$ cat src/rtl/pciwin_pkg.sv
package pciwin_pkg;
  localparam int NWIN   = 3;
  localparam int DW     = 32;
  localparam int ADDR_W = 12;
  localparam int NREG   = 8;
  localparam int IDX_W  = $clog2(NREG);

  typedef struct packed {
    logic             hit;
    logic [IDX_W-1:0] idx;
  } reg_sel_t;

  // A legal access is a whole word inside the 8-word bank
  function automatic reg_sel_t reg_decode(input logic [ADDR_W-1:0] a,
                                          input logic [3:0] be);
    reg_sel_t s;
    s.hit = (be == 4'hF) && (a[1:0] == 2'b00) && (a[ADDR_W-1:5] == '0);
    s.idx = a[4:2];
    return s;
  endfunction
endpackage

$ cat src/rtl/pciwin_regs.sv
module pciwin_regs
  import pciwin_pkg::*;
(
  input  logic                 clk,
  input  logic                 rst_n,
  input  logic                 we,
  input  logic                 re,
  input  logic [ADDR_W-1:0]    addr,
  input  logic [3:0]           be,
  input  logic [DW-1:0]        wdata,
  output logic [DW-1:0]        rdata,
  output logic                 err,
  output logic [NWIN*DW-1:0]   win_base
);
  logic [DW-1:0] store [NREG];
  reg_sel_t      sel;

  assign sel = reg_decode(addr, be);

  always_ff @(posedge clk) begin
    if (!rst_n) begin
      for (int i = 0; i < NREG; i++) store[i] <= '0;
      err <= 1'b0;
    end else begin
      if (we && sel.hit) store[sel.idx] <= wdata;
      err <= (we || re) && !sel.hit;
    end
  end

  always_comb begin
    rdata = '0;
    if (re && sel.hit) rdata = store[sel.idx];
  end

  // Window base registers occupy the first NWIN words
  genvar w;
  generate
    for (w = 0; w < NWIN; w++) begin : g_base
      assign win_base[w*DW +: DW] = store[w];
    end
  endgenerate
endmodule

$ cat src/rtl/pciwin_xlate.sv
module pciwin_xlate
  import pciwin_pkg::*;
#(
  parameter logic [DW-1:0] NIB_SIZE = 32'h1000_0000,
  parameter logic [DW-1:0] MSK_SIZE = 32'h0100_0000
) (
  input  logic          mode,
  input  logic [DW-1:0] base,
  input  logic          in_valid,
  output logic          in_ready,
  input  logic [DW-1:0] off,
  output logic          out_valid,
  input  logic          out_ready,
  output logic [DW-1:0] out_addr,
  output logic          oor
);
  localparam logic [DW-1:0] NIB_MASK = ~(NIB_SIZE - 32'd1);
  localparam logic [DW-1:0] MSK_MASK = ~(MSK_SIZE - 32'd1);

  logic [DW-1:0] size;
  logic [DW-1:0] origin;
  logic          fits;

  assign size   = mode ? MSK_SIZE : NIB_SIZE;
  assign origin = mode ? (base & MSK_MASK) : {base[3:0], 28'h0};
  assign fits   = off < size;

  assign out_addr  = origin + off;
  assign out_valid = in_valid && fits;
  assign oor       = in_valid && !fits;
  assign in_ready  = fits ? out_ready : 1'b1;

  // Keep the unused mask constant referenced for nibble-mode symmetry
  logic unused_nib;
  assign unused_nib = ^NIB_MASK;
endmodule

$ cat src/rtl/pciwin_ctl.sv
module pciwin_ctl
  import pciwin_pkg::*;
#(
  parameter logic [NWIN*DW-1:0] NIB_SIZES = {32'h1000_0000, 32'h1000_0000, 32'h0C00_0000},
  parameter logic [NWIN*DW-1:0] MSK_SIZES = {32'h0800_0000, 32'h0400_0000, 32'h0100_0000}
) (
  input  logic                 clk,
  input  logic                 rst_n,
  input  logic                 xlat_mode,
  input  logic                 reg_we,
  input  logic                 reg_re,
  input  logic [ADDR_W-1:0]    reg_addr,
  input  logic [3:0]           reg_be,
  input  logic [DW-1:0]        reg_wdata,
  output logic [DW-1:0]        reg_rdata,
  output logic                 reg_err,
  input  logic [NWIN-1:0]      win_in_valid,
  output logic [NWIN-1:0]      win_in_ready,
  input  logic [NWIN*DW-1:0]   win_in_off,
  output logic [NWIN-1:0]      win_out_valid,
  input  logic [NWIN-1:0]      win_out_ready,
  output logic [NWIN*DW-1:0]   win_out_addr,
  output logic [NWIN-1:0]      win_oor
);
  logic [NWIN*DW-1:0] win_base;

  pciwin_regs u_regs (
    .clk      (clk),
    .rst_n    (rst_n),
    .we       (reg_we),
    .re       (reg_re),
    .addr     (reg_addr),
    .be       (reg_be),
    .wdata    (reg_wdata),
    .rdata    (reg_rdata),
    .err      (reg_err),
    .win_base (win_base)
  );

  genvar w;
  generate
    for (w = 0; w < NWIN; w++) begin : g_win
      pciwin_xlate #(
        .NIB_SIZE (NIB_SIZES[w*DW +: DW]),
        .MSK_SIZE (MSK_SIZES[w*DW +: DW])
      ) u_xlate (
        .mode      (xlat_mode),
        .base      (win_base[w*DW +: DW]),
        .in_valid  (win_in_valid[w]),
        .in_ready  (win_in_ready[w]),
        .off       (win_in_off[w*DW +: DW]),
        .out_valid (win_out_valid[w]),
        .out_ready (win_out_ready[w]),
        .out_addr  (win_out_addr[w*DW +: DW]),
        .oor       (win_oor[w])
      );
    end
  endgenerate
endmodule

$ cat config.mk
export PLATFORM = sky130hd
export DESIGN_NAME = pciwin_ctl
export DESIGN_NICKNAME = d
export VERILOG_FILES = /design/src/rtl/pciwin_pkg.sv /design/src/rtl/pciwin_regs.sv /design/src/rtl/pciwin_xlate.sv /design/src/rtl/pciwin_ctl.sv
export SDC_FILE = /design/constraint.sdc
export NUM_CORES = 1
export LEC_CHECK = 0
export CAP_MARGIN = 25
export CELL_PAD_IN_SITES_DETAIL_PLACEMENT = 1
export CELL_PAD_IN_SITES_GLOBAL_PLACEMENT = 2
export CORE_ASPECT_RATIO = 1.25
export CORE_UTILIZATION = 39
export CTS_BUF_LIST = sky130_fd_sc_hd__clkbuf_8
export DETAILED_ROUTE_END_ITERATION = 16
export PLACE_DENSITY = 0.9
export REMOVE_ABC_BUFFERS = 1
export SETUP_SLACK_MARGIN = 0.2
export SYNTH_ARGS = -nofsm -noshare
export SYNTH_HDL_FRONTEND = slang
export SYNTH_HIERARCHICAL = 1
export SYNTH_SLANG_ARGS = --single-unit
$ cat constraint.sdc
create_clock -name clk -period 11.2 [get_ports clk]
set_input_delay 2.24 -clock clk [delete_from_list [all_inputs] [get_ports clk]]
set_output_delay 2.24 -clock clk [all_outputs]
set_load 0.1 [all_outputs]
==> flow_summary.json, run 1 <==
{
  "status": "finished clean",
  "regArea_um2": 7710,
  "dr.first_iter.drc_count": 983,
  "hpwlAfterDp_mm": 31.0,
  "drtAntennaViolNets": 0,
  "critPathCaptureType": "output port",
  "nNetsFinal": 1375,
  "drv_cap": 0,
  "synth_top_family_by_area": "simple AND/OR/NAND/NOR gates",
  "min-delay-start": "reg_re",
  "clockBufferDepth": 3,
  "synth-main-ff-cell": "edfxtp_1",
  "cts_root_buf": "clkbuf_8",
  "synth_common_cells": "edfxtp_1 (256), nor4_1 (224), buf_4 (91), clkbuf_1 (73), or4b_1 (68)",
  "multi_input_area_um2": 5900,
  "yosysMostFrequentCell": "edfxtp_1",
  "nFillCells": 3931,
  "die_y_um": 222,
  "tightest_slew_ns": 1.13,
  "path_max_fanout": 101,
  "synth_compound_area_frac": 0.0547,
  "dieWidth_um": 178,
  "cp.arrival_ns": 6.07,
  "die_area_um2": 39400,
  "yosysTopAreaCell": "edfxtp_1",
  "crit_type": "in -> out",
  "netlist.area_leader.share": 0.511,
  "area_growth_syn_to_layout_pct": 12.2,
  "drv_slew": 0,
  "ys_top_cells_by_area": "edfxtp_1 (51%), nor4_1 (9.3%), nor4_2 (5.3%), buf_4 (4.5%), or4b_1 (4.5%)",
  "slew_headroom": 0.247,
  "fin_area_um2": 16900,
  "design.core.area_um2": 38000,
  "post_drt_via_cell_ratio": 6.69,
  "yosys_register_bits": 257,
  "drt-pass1-iter-count": 5,
  "num_vias": 11500,
  "place_area_um2": 16000,
  "synthArstFlopShare": 0,
  "postCtsSetupBuffers": 0,
  "synth_simple_gate_area_frac": 0.289,
  "hold-path-endpoint": "u_regs/err",
  "synthAdderAreaFrac": 0.0206,
  "tns_ns": 0,
  "num_antenna_cells": 0,
  "start_util": 0.395,
  "synth_cell_types": 59,
  "cts_resized": 0,
  "setup_viol": 0,
  "muxShareOfSynthArea": 0.0108,
  "hold_class": "in -> reg",
  "seq_area_frac_synth": 0.513,
  "cts-htree-levels": 2,
  "antenna_found_initial": 0,
  "clock-sinks": 257,
  "row_count": 80,
  "finalCoreUtilization": 0.444,
  "grt.total_usage": 0.264,
  "start_kind": "input port",
  "fmax_ghz": 0.120,
  "clkTransAtPathRegs_ns": 0.06,
  "portBuffers": 138,
  "crit_required_ns": 8.96,
  "place.gp.congestion": 0.767,
  "cts_tree": "built",
  "avgSynthCellArea_um2": 12.3,
  "period_needed_ns": 8.31,
  "grt_pass1_vias": 11700,
  "grt.overflow.total": 0,
  "cts_buffers": 41,
  "grt_max_degree": 102,
  "grt_pass1_wl_mm": 76.5,
  "final.period_utilization": 0.742,
  "drt_wl_total_mm": 52.5,
  "yosysWarnings": 6,
  "ir_worst_vdd_uv": 69.4,
  "p_leak_uw": 0.00499,
  "powerDensity_nw_per_um2": 134,
  "pin_count": 293,
  "hold_viol": 0,
  "avgRoutedWirePerCell_um": 30.6,
  "rsz0062_at_grt": "false",
  "cts_hold_buf": 0,
  "syn-cell-area_um2": 15000,
  "drive_gt1_frac": 0.154,
  "min_path_cells": 2,
  "synth_xor_area_frac": 0.00815,
  "synth-edff-count": 256,
  "synth_cells": 1226,
  "drcViolationCount": 0
}
==> worst max-delay path by stage <==
| stage | end | cells after the start | from |
|---|---|---|---|
| 2_1_floorplan | u_regs/store[0][0] | 2 | rst_n |
| 3_3_place_gp | reg_rdata[30] | 6 | reg_addr[4] |
| 3_5_place_dp | reg_rdata[30] | 6 | reg_addr[4] |
| 4_1_cts | reg_rdata[30] | 6 | reg_addr[4] |
| 5_1_grt | reg_rdata[30] | 6 | reg_addr[4] |
| 6_report | reg_rdata[5] | 6 | reg_addr[4] |
==> kinds of logic (layout without fill, tap and decap cells) <==
group	after synthesis	count (layout)
buf+inv	292	294
compound gates	102	102
flops	257	257
xor+xnor	14	14
simple gates	523	523
fa+ha+maj	23	23
mux	15	15
==> sequential cells by signal, indices dropped and copies added (netlist names) <==
register,count
u_regs/err,1
u_regs/store,256
==> metrics by stage <==
stage	power, uW	cells	hold WS (ns)	setup slack [ns]
CTS	2260	1716	2.33	2.94
global route	2320	1720	2.37	2.85
floorplan	1360	980	2.38	-1.36
global placement	1500	1641	2.91	3.00
detailed placement	1510	1642	2.92	2.94
finish	2250	1720	2.36	2.89
==> placed cells by master, fill, tap and decap left out, types with 4 or more instances in the layout <==
master	instances
o2111ai_1	62
a21o_1	6
ha_1	20
edfxtp_1	256
xnor2_1	12
nor2b_1	4
and2_1	5
clkinv_2	6
nand4b_1	31
nor4_2	64
mux2_2	7
clkbuf_8	47
nor4_1	224
or4b_1	68
inv_1	53
and2_2	4
clkinv_1	12
a21oi_1	10
or4_1	33
mux2i_1	5
nor2_1	4
buf_4	34
or4bb_1	56
o31ai_4	8
clkdlybuf4s50_1	135
==> power breakdown <==
group          switching, uW  internal (uW)  total, uW
Combinational            268            108        376
Clock                    377            383        760
Sequential              15.3           1100       1120
Total                    659           1590       2250
==> final cells by class <==
type | count | share of cell area
Sequential cell | 257 | 0.457
Multi-Input combinational cell | 677 | 0.350
Timing Repair Buffer | 174 | 0.102
Clock buffer | 47 | 0.0383
Tap cell | 492 | 0.0365
Inverter | 46 | 0.0102
Clock inverter | 27 | 0.00667
==> layer usage <==
| metal | track usage | vias to the layer above | part of all wire |
|---|---|---|---|
| met4 | 0.0852 | 8 | 0.027 |
| met3 | 0.122 | 99 | 0.12 |
| met2 | 0.407 | 630 | 0.46 |
| met1 | 0.321 | 5828 | 0.38 |
| li1 | - | 4940 | - |
| met5 | 0.0669 | - | 0.0066 |
==> worst max-delay path, stage by stage <==
cell and delay (ns):
buf_4 0.65, buf_4 0.82, or4b_1 0.22, o2111ai_1 0.12
nor4_1 0.62, clkdlybuf4s50_1 1.26
Note: power is estimated with default switching activity, not from simulation.
==> run 2, diff against run 1 <==
--- a/config.mk
+++ b/config.mk
@@ -9,10 +9,10 @@
 export CELL_PAD_IN_SITES_DETAIL_PLACEMENT = 1
 export CELL_PAD_IN_SITES_GLOBAL_PLACEMENT = 2
 export CORE_ASPECT_RATIO = 1.25
-export CORE_UTILIZATION = 39
+export CORE_UTILIZATION = 32
 export CTS_BUF_LIST = sky130_fd_sc_hd__clkbuf_8
 export DETAILED_ROUTE_END_ITERATION = 16
-export PLACE_DENSITY = 0.9
+export PLACE_DENSITY = 0.79
 export REMOVE_ABC_BUFFERS = 1
 export SETUP_SLACK_MARGIN = 0.2
 export SYNTH_ARGS = -nofsm -noshare
==> constraint.sdc (replaced) <==
create_clock -name clk -period 7.1 [get_ports clk]
set_input_delay 1.42 -clock clk [delete_from_list [all_inputs] [get_ports clk]]
set_output_delay 1.42 -clock clk [all_outputs]
set_load 0.1 [all_outputs]
==> run 2 against run 1 <==
Effect of this change: non-clock buffer count fell by 1; sequential share of layout area about the same; global-route usage is 4.4 points lower; core utilization decreased by 7.9 points; critical path type unchanged; total power grew 59%; final area is essentially flat.
==> flow_summary.json, run 2 (synthesis results as in run 1) <==
{
  "status": "finished clean",
  "grt_pass1_wl_mm": 78.3,
  "hpwlAfterDp_mm": 31.6,
  "drcViolationCount": 0,
  "drv_slew": 0,
  "slowest_stage": "clkdlybuf4s50_1",
  "final.period_utilization": 0.807,
  "tightest_slew_ns": 1.09,
  "hold_class": "in -> reg",
  "cts-htree-levels": 2,
  "cp_top_family": "buffers and inverters",
  "largest_register_ffs": 256,
  "clkTransAtPathRegs_ns": 0.07,
  "hold_slack_ns": 1.52,
  "clock-sinks": 257,
  "row_count": 88,
  "cts_root_buf": "clkbuf_8",
  "layout_commonest_cell": "edfxtp_1",
  "cp.arrival_ns": 4.31,
  "cp_num_buf_inv": 3,
  "dr.first_iter.drc_count": 750,
  "grt_pass1_vias": 11600,
  "start_kind": "input port",
  "rsz0062_at_grt": "false",
  "place.gp.congestion": 0.780,
  "cts_buffers": 41,
  "drt_wl_total_mm": 53.4,
  "cpMostUsedCell": "buf_4",
  "powerDensity_nw_per_um2": 212,
  "die_y_um": 244,
  "grt.overflow.total": 0,
  "fmax_ghz": 0.174,
  "cp_slowest_stage_delay_ns": 0.90,
  "design.core.area_um2": 46200,
  "die_area_um2": 47900,
  "grt.total_usage": 0.220,
  "mostFrequentLayoutCells": "edfxtp_1 (256), nor4_1 (224), buf_4 (84)",
  "postCtsSetupBuffers": 0,
  "slew_headroom": 0.276,
  "drive_gt1_frac": 0.198,
  "num_vias": 11300,
  "period_needed_ns": 5.73,
  "start_util": 0.325,
  "p_leak_uw": 0.00508,
  "cts_hold_buf": 0,
  "path_depth": 9,
  "crit_required_ns": 5.68,
  "largest_registers": "u_regs/store (256), u_regs/err (1)",
  "cts_tree": "built",
  "path_max_fanout": 17,
  "grt_max_degree": 201,
  "pin_count": 293,
  "clockBufferDepth": 3,
  "drt-pass1-iter-count": 5,
  "critPathCaptureType": "output port",
  "startpoint": "xlat_mode",
  "drtAntennaViolNets": 0,
  "post_drt_via_cell_ratio": 6.23,
  "ir_worst_vdd_uv": 97.5,
  "cp_cell_sequence": "clkdlybuf4s50_1 -> buf_4 -> mux2_2 -> ha_1 -> nand4_1 -> a21oi_1 -> and3b_1 -> xnor2_1 -> buf_4",
  "antenna_found_initial": 1,
  "nNetsFinal": 1374,
  "largest_register": "u_regs/store",
  "dieWidth_um": 196,
  "avgRoutedWirePerCell_um": 29.5,
  "crit_type": "in -> out",
  "area_growth_syn_to_layout_pct": 12.2,
  "cts_resized": 0,
  "portBuffers": 138,
  "endpoint": "win_out_addr[31]",
  "dp_slack_ns": 1.31,
  "drv_cap": 0,
  "setup_viol": 0,
  "tns_ns": 0,
  "timing.final.ws_setup_ns": 1.37,
  "finalPower_uw": 3570,
  "hold_viol": 0
}
-- run 2: changes by cell type in the layout (fill, tap and decap cells not counted), moves of 2 or more --
cell / before / now
clkdlybuf4s50_1: 135 / 82
buf_4: 34 / 84
buf_12: 0 / 6
clkbuf_8: 47 / 41
clkinv_1: 12 / 7
clkinv_2: 6 / 9
buf_16: 3 / 1
buf_8: 2 / 0
bufinv_16: 0 / 2
inv_1: 53 / 55
-- run 2: stage by stage --
stage | utilization | cell area [um^2] | cells
final | 0.365 | 16900 | 1811
after global routing | 0.365 | 16900 | 1811
after CTS | 0.364 | 16800 | 1809
after detailed placement | 0.348 | 16100 | 1737
after global placement | 0.348 | 16100 | 1737
after floorplan | - | 13600 | 980
-- run 2: worst min path at each step --
stage,from,end,slack (ns),cells after the start
floorplan,reg_we,u_regs/err,1.56,1
global placement,reg_re,u_regs/err,2.07,2
detailed placement,reg_re,u_regs/err,2.10,2
CTS,reg_re,u_regs/err,1.49,2
global route,reg_re,u_regs/err,1.52,2
finish,reg_re,u_regs/err,1.52,2
-- run 2: area by class of cell --
cell class,instances,area (um^2)
Multi-Input combinational cell,677,5900
Clock buffer,41,564
Inverter,46,173
Antenna cell,1,2.50
Clock inverter,31,193
Timing Repair Buffer,173,1600
Sequential cell,257,7710
Fill cell,4919,29400
Tap cell,585,732
-- run 2: report_power, final --
part / total [uW] / internal (uW) / switching (uW)
sequential: 1760 / 1740 / 23.6
clock: 1220 / 616 / 609
combinational: 587 / 165 / 422
total: 3570 / 2520 / 1050
-- run 2: metal layers --
metal	up-vias	share of wire	global-route usage
met5	-	0.0073	0.0556
met1	5819	0.41	0.269
met2	450	0.47	0.354
met3	77	0.094	0.0837
met4	10	0.021	0.0604
li1	4919	-	-
==> run 3, diff against run 2 <==
--- a/config.mk
+++ b/config.mk
@@ -9,10 +9,10 @@
 export CELL_PAD_IN_SITES_DETAIL_PLACEMENT = 1
 export CELL_PAD_IN_SITES_GLOBAL_PLACEMENT = 2
 export CORE_ASPECT_RATIO = 1.25
-export CORE_UTILIZATION = 32
+export CORE_UTILIZATION = 36
 export CTS_BUF_LIST = sky130_fd_sc_hd__clkbuf_8
 export DETAILED_ROUTE_END_ITERATION = 16
-export PLACE_DENSITY = 0.79
+export PLACE_DENSITY = 0.84
 export REMOVE_ABC_BUFFERS = 1
 export SETUP_SLACK_MARGIN = 0.2
 export SYNTH_ARGS = -nofsm -noshare
==> constraint.sdc (replaced) <==
create_clock -name clk -period 5.8 [get_ports clk]
set_input_delay 1.16 -clock clk [delete_from_list [all_inputs] [get_ports clk]]
set_output_delay 1.16 -clock clk [all_outputs]
set_load 0.1 [all_outputs]
==> run 3 against run 2 <==
Effect of this change: sequential share of layout area fell by 0.98 points; count of clock-buffer cells in the layout rose by 1; routed wire length rose by 1.0%; core utilization rose by 5.4 points; combinational power rose by 32%; via count rose by 2.6%; die area fell by 11%; clock power rose by 26%; worst setup slack got worse by 0.66 ns; non-clock buffer count rose by 16; first-iteration DRC count rose by 14%; critical endpoint is now win_out_addr[95]; final area rose by 2.2%.
==> flow_summary.json, run 3 (synthesis results as in run 1) <==
{
  "status": "finished clean",
  "die_area_um2": 42600,
  "cts_buffers": 40,
  "slew_headroom": 0.314,
  "nNetsFinal": 1389,
  "tns_ns": 0,
  "cts-htree-levels": 2,
  "p_clk_frac": 0.343,
  "largest_register_ffs": 256,
  "hold_viol": 0,
  "avgRoutedWirePerCell_um": 30.1,
  "clockBufferDepth": 3,
  "crit_type": "in -> out",
  "nFillCells": 4310,
  "post_drt_via_cell_ratio": 6.45,
  "grt_max_degree": 145,
  "min-delay-start": "reg_re",
  "p_switching_uw": 1290,
  "grt.total_usage": 0.252,
  "hpwlAfterDp_mm": 32.5,
  "clkTransAtPathRegs_ns": 0.06,
  "drcViolationCount": 0,
  "cts_root_buf": "clkbuf_8",
  "row_count": 83,
  "tightest_slew_ns": 1.03,
  "period_needed_ns": 5.09,
  "cts_resized": 0,
  "pin_count": 293,
  "area_growth_syn_to_layout_pct": 14.7,
  "ir_worst_vdd_uv": 153,
  "drive_gt1_frac": 0.209,
  "p_leak_uw": 0.00524,
  "final.period_utilization": 0.878,
  "regArea_um2": 7710,
  "drt-pass1-iter-count": 7,
  "dieWidth_um": 185,
  "cts_hold_buf": 0,
  "layout_commonest_cell": "edfxtp_1",
  "p_int_uw": 3180,
  "power.share.combinational": 0.174,
  "antenna_found_initial": 1,
  "cts_tree": "built",
  "largest_register": "u_regs/store",
  "p_sw_frac": 0.288,
  "setup_viol": 0,
  "place.gp.congestion": 0.778,
  "timing.final.ws_setup_ns": 0.710,
  "cp.arrival_ns": 3.93,
  "design.core.area_um2": 41100,
  "clock-sinks": 257,
  "start_kind": "input port",
  "drt_wl_total_mm": 54.0,
  "grt.overflow.total": 0,
  "dr.first_iter.drc_count": 857,
  "multi_input_area_um2": 5900,
  "start_util": 0.366,
  "fmax_ghz": 0.196,
  "dp_slack_ns": 0.644,
  "critPathCaptureType": "output port",
  "mostFrequentLayoutCells": "edfxtp_1 (256), nor4_1 (224), buf_4 (83)",
  "portBuffers": 138,
  "drv_slew": 0,
  "hold_class": "in -> reg",
  "power_frac_seq": 0.483,
  "grt_pass1_wl_mm": 79.2,
  "path_max_fanout": 17,
  "num_vias": 11600,
  "rsz0062_at_grt": "false",
  "powerDensity_nw_per_um2": 259,
  "grt_pass1_vias": 11800,
  "die_y_um": 231,
  "postCtsSetupBuffers": 0,
  "drtAntennaViolNets": 0,
  "largest_registers": "u_regs/store (256), u_regs/err (1)",
  "crit_required_ns": 4.64,
  "startpoint": "xlat_mode",
  "drv_cap": 0
}
[run 3: changes by cell type in the layout (fill, tap and decap cells not counted), sizes merged]
cell and change:
inv -1, bufinv +1, clkinvlp -2, clkbuf +1, clkdlybuf4s50 -7, clkinv +1, buf +23
[run 3: routing by layer]
metal	vias to the layer above	GRT usage	wire length [um]	part of all wire
li1	4971	-	-	-
met1	5887	0.295	20700	0.38
met2	587	0.398	25100	0.47
met3	113	0.116	6250	0.12
met4	12	0.0819	1450	0.027
met5	-	0.0800	406	0.0075
[run 3: worst paths after layout]
check,slack (ns),endpoint,depth (start not counted)
worst max-delay path,0.71,win_out_addr[95],11
worst min-delay path,1.26,u_regs/err,2
[run 3: worst max-delay path, cell delays in order]
cell and delay (ns):
clkdlybuf4s50_1 0.91, buf_4 0.32, and2_1 0.15, ha_1 0.16, inv_1 0.06, fa_1 0.43
inv_1 0.07, a21o_1 0.11, a21oi_1 0.07, xnor2_1 0.26, buf_12 0.21
[run 3: power groups by stage]
stage / clock (uW) / combinational, uW / sequential (uW)
final: 1540 / 777 / 2160
after global routing: 1620 / 818 / 2170
after global placement: 0 / 761 / 2190
after CTS: 1560 / 780 / 2160
after floorplan: 0 / 433 / 2190
after detailed placement: 0 / 778 / 2200
[run 3: cell type report]
cell class	instances	area share
Sequential cell	257	0.447
Multi-Input combinational cell	677	0.342
Timing Repair Buffer	189	0.115
Tap cell	552	0.0401
Clock buffer	42	0.0335
Clock inverter	30	0.0115
Inverter	46	0.0100
Antenna cell	1	0.000145
[run 3: per-stage QoR]
stage               hold WS (ns)   util  power [uW]  area, um^2  cells
finish                      1.26  0.419        4470       17200   1794
floorplan                   1.30      -        2630       13600    980
global placement            1.82  0.400        2950       16400   1719
CTS                         1.25  0.419        4500       17200   1793
global route                1.27  0.419        4610       17200   1794
detailed placement          1.84  0.400        2980       16500   1721
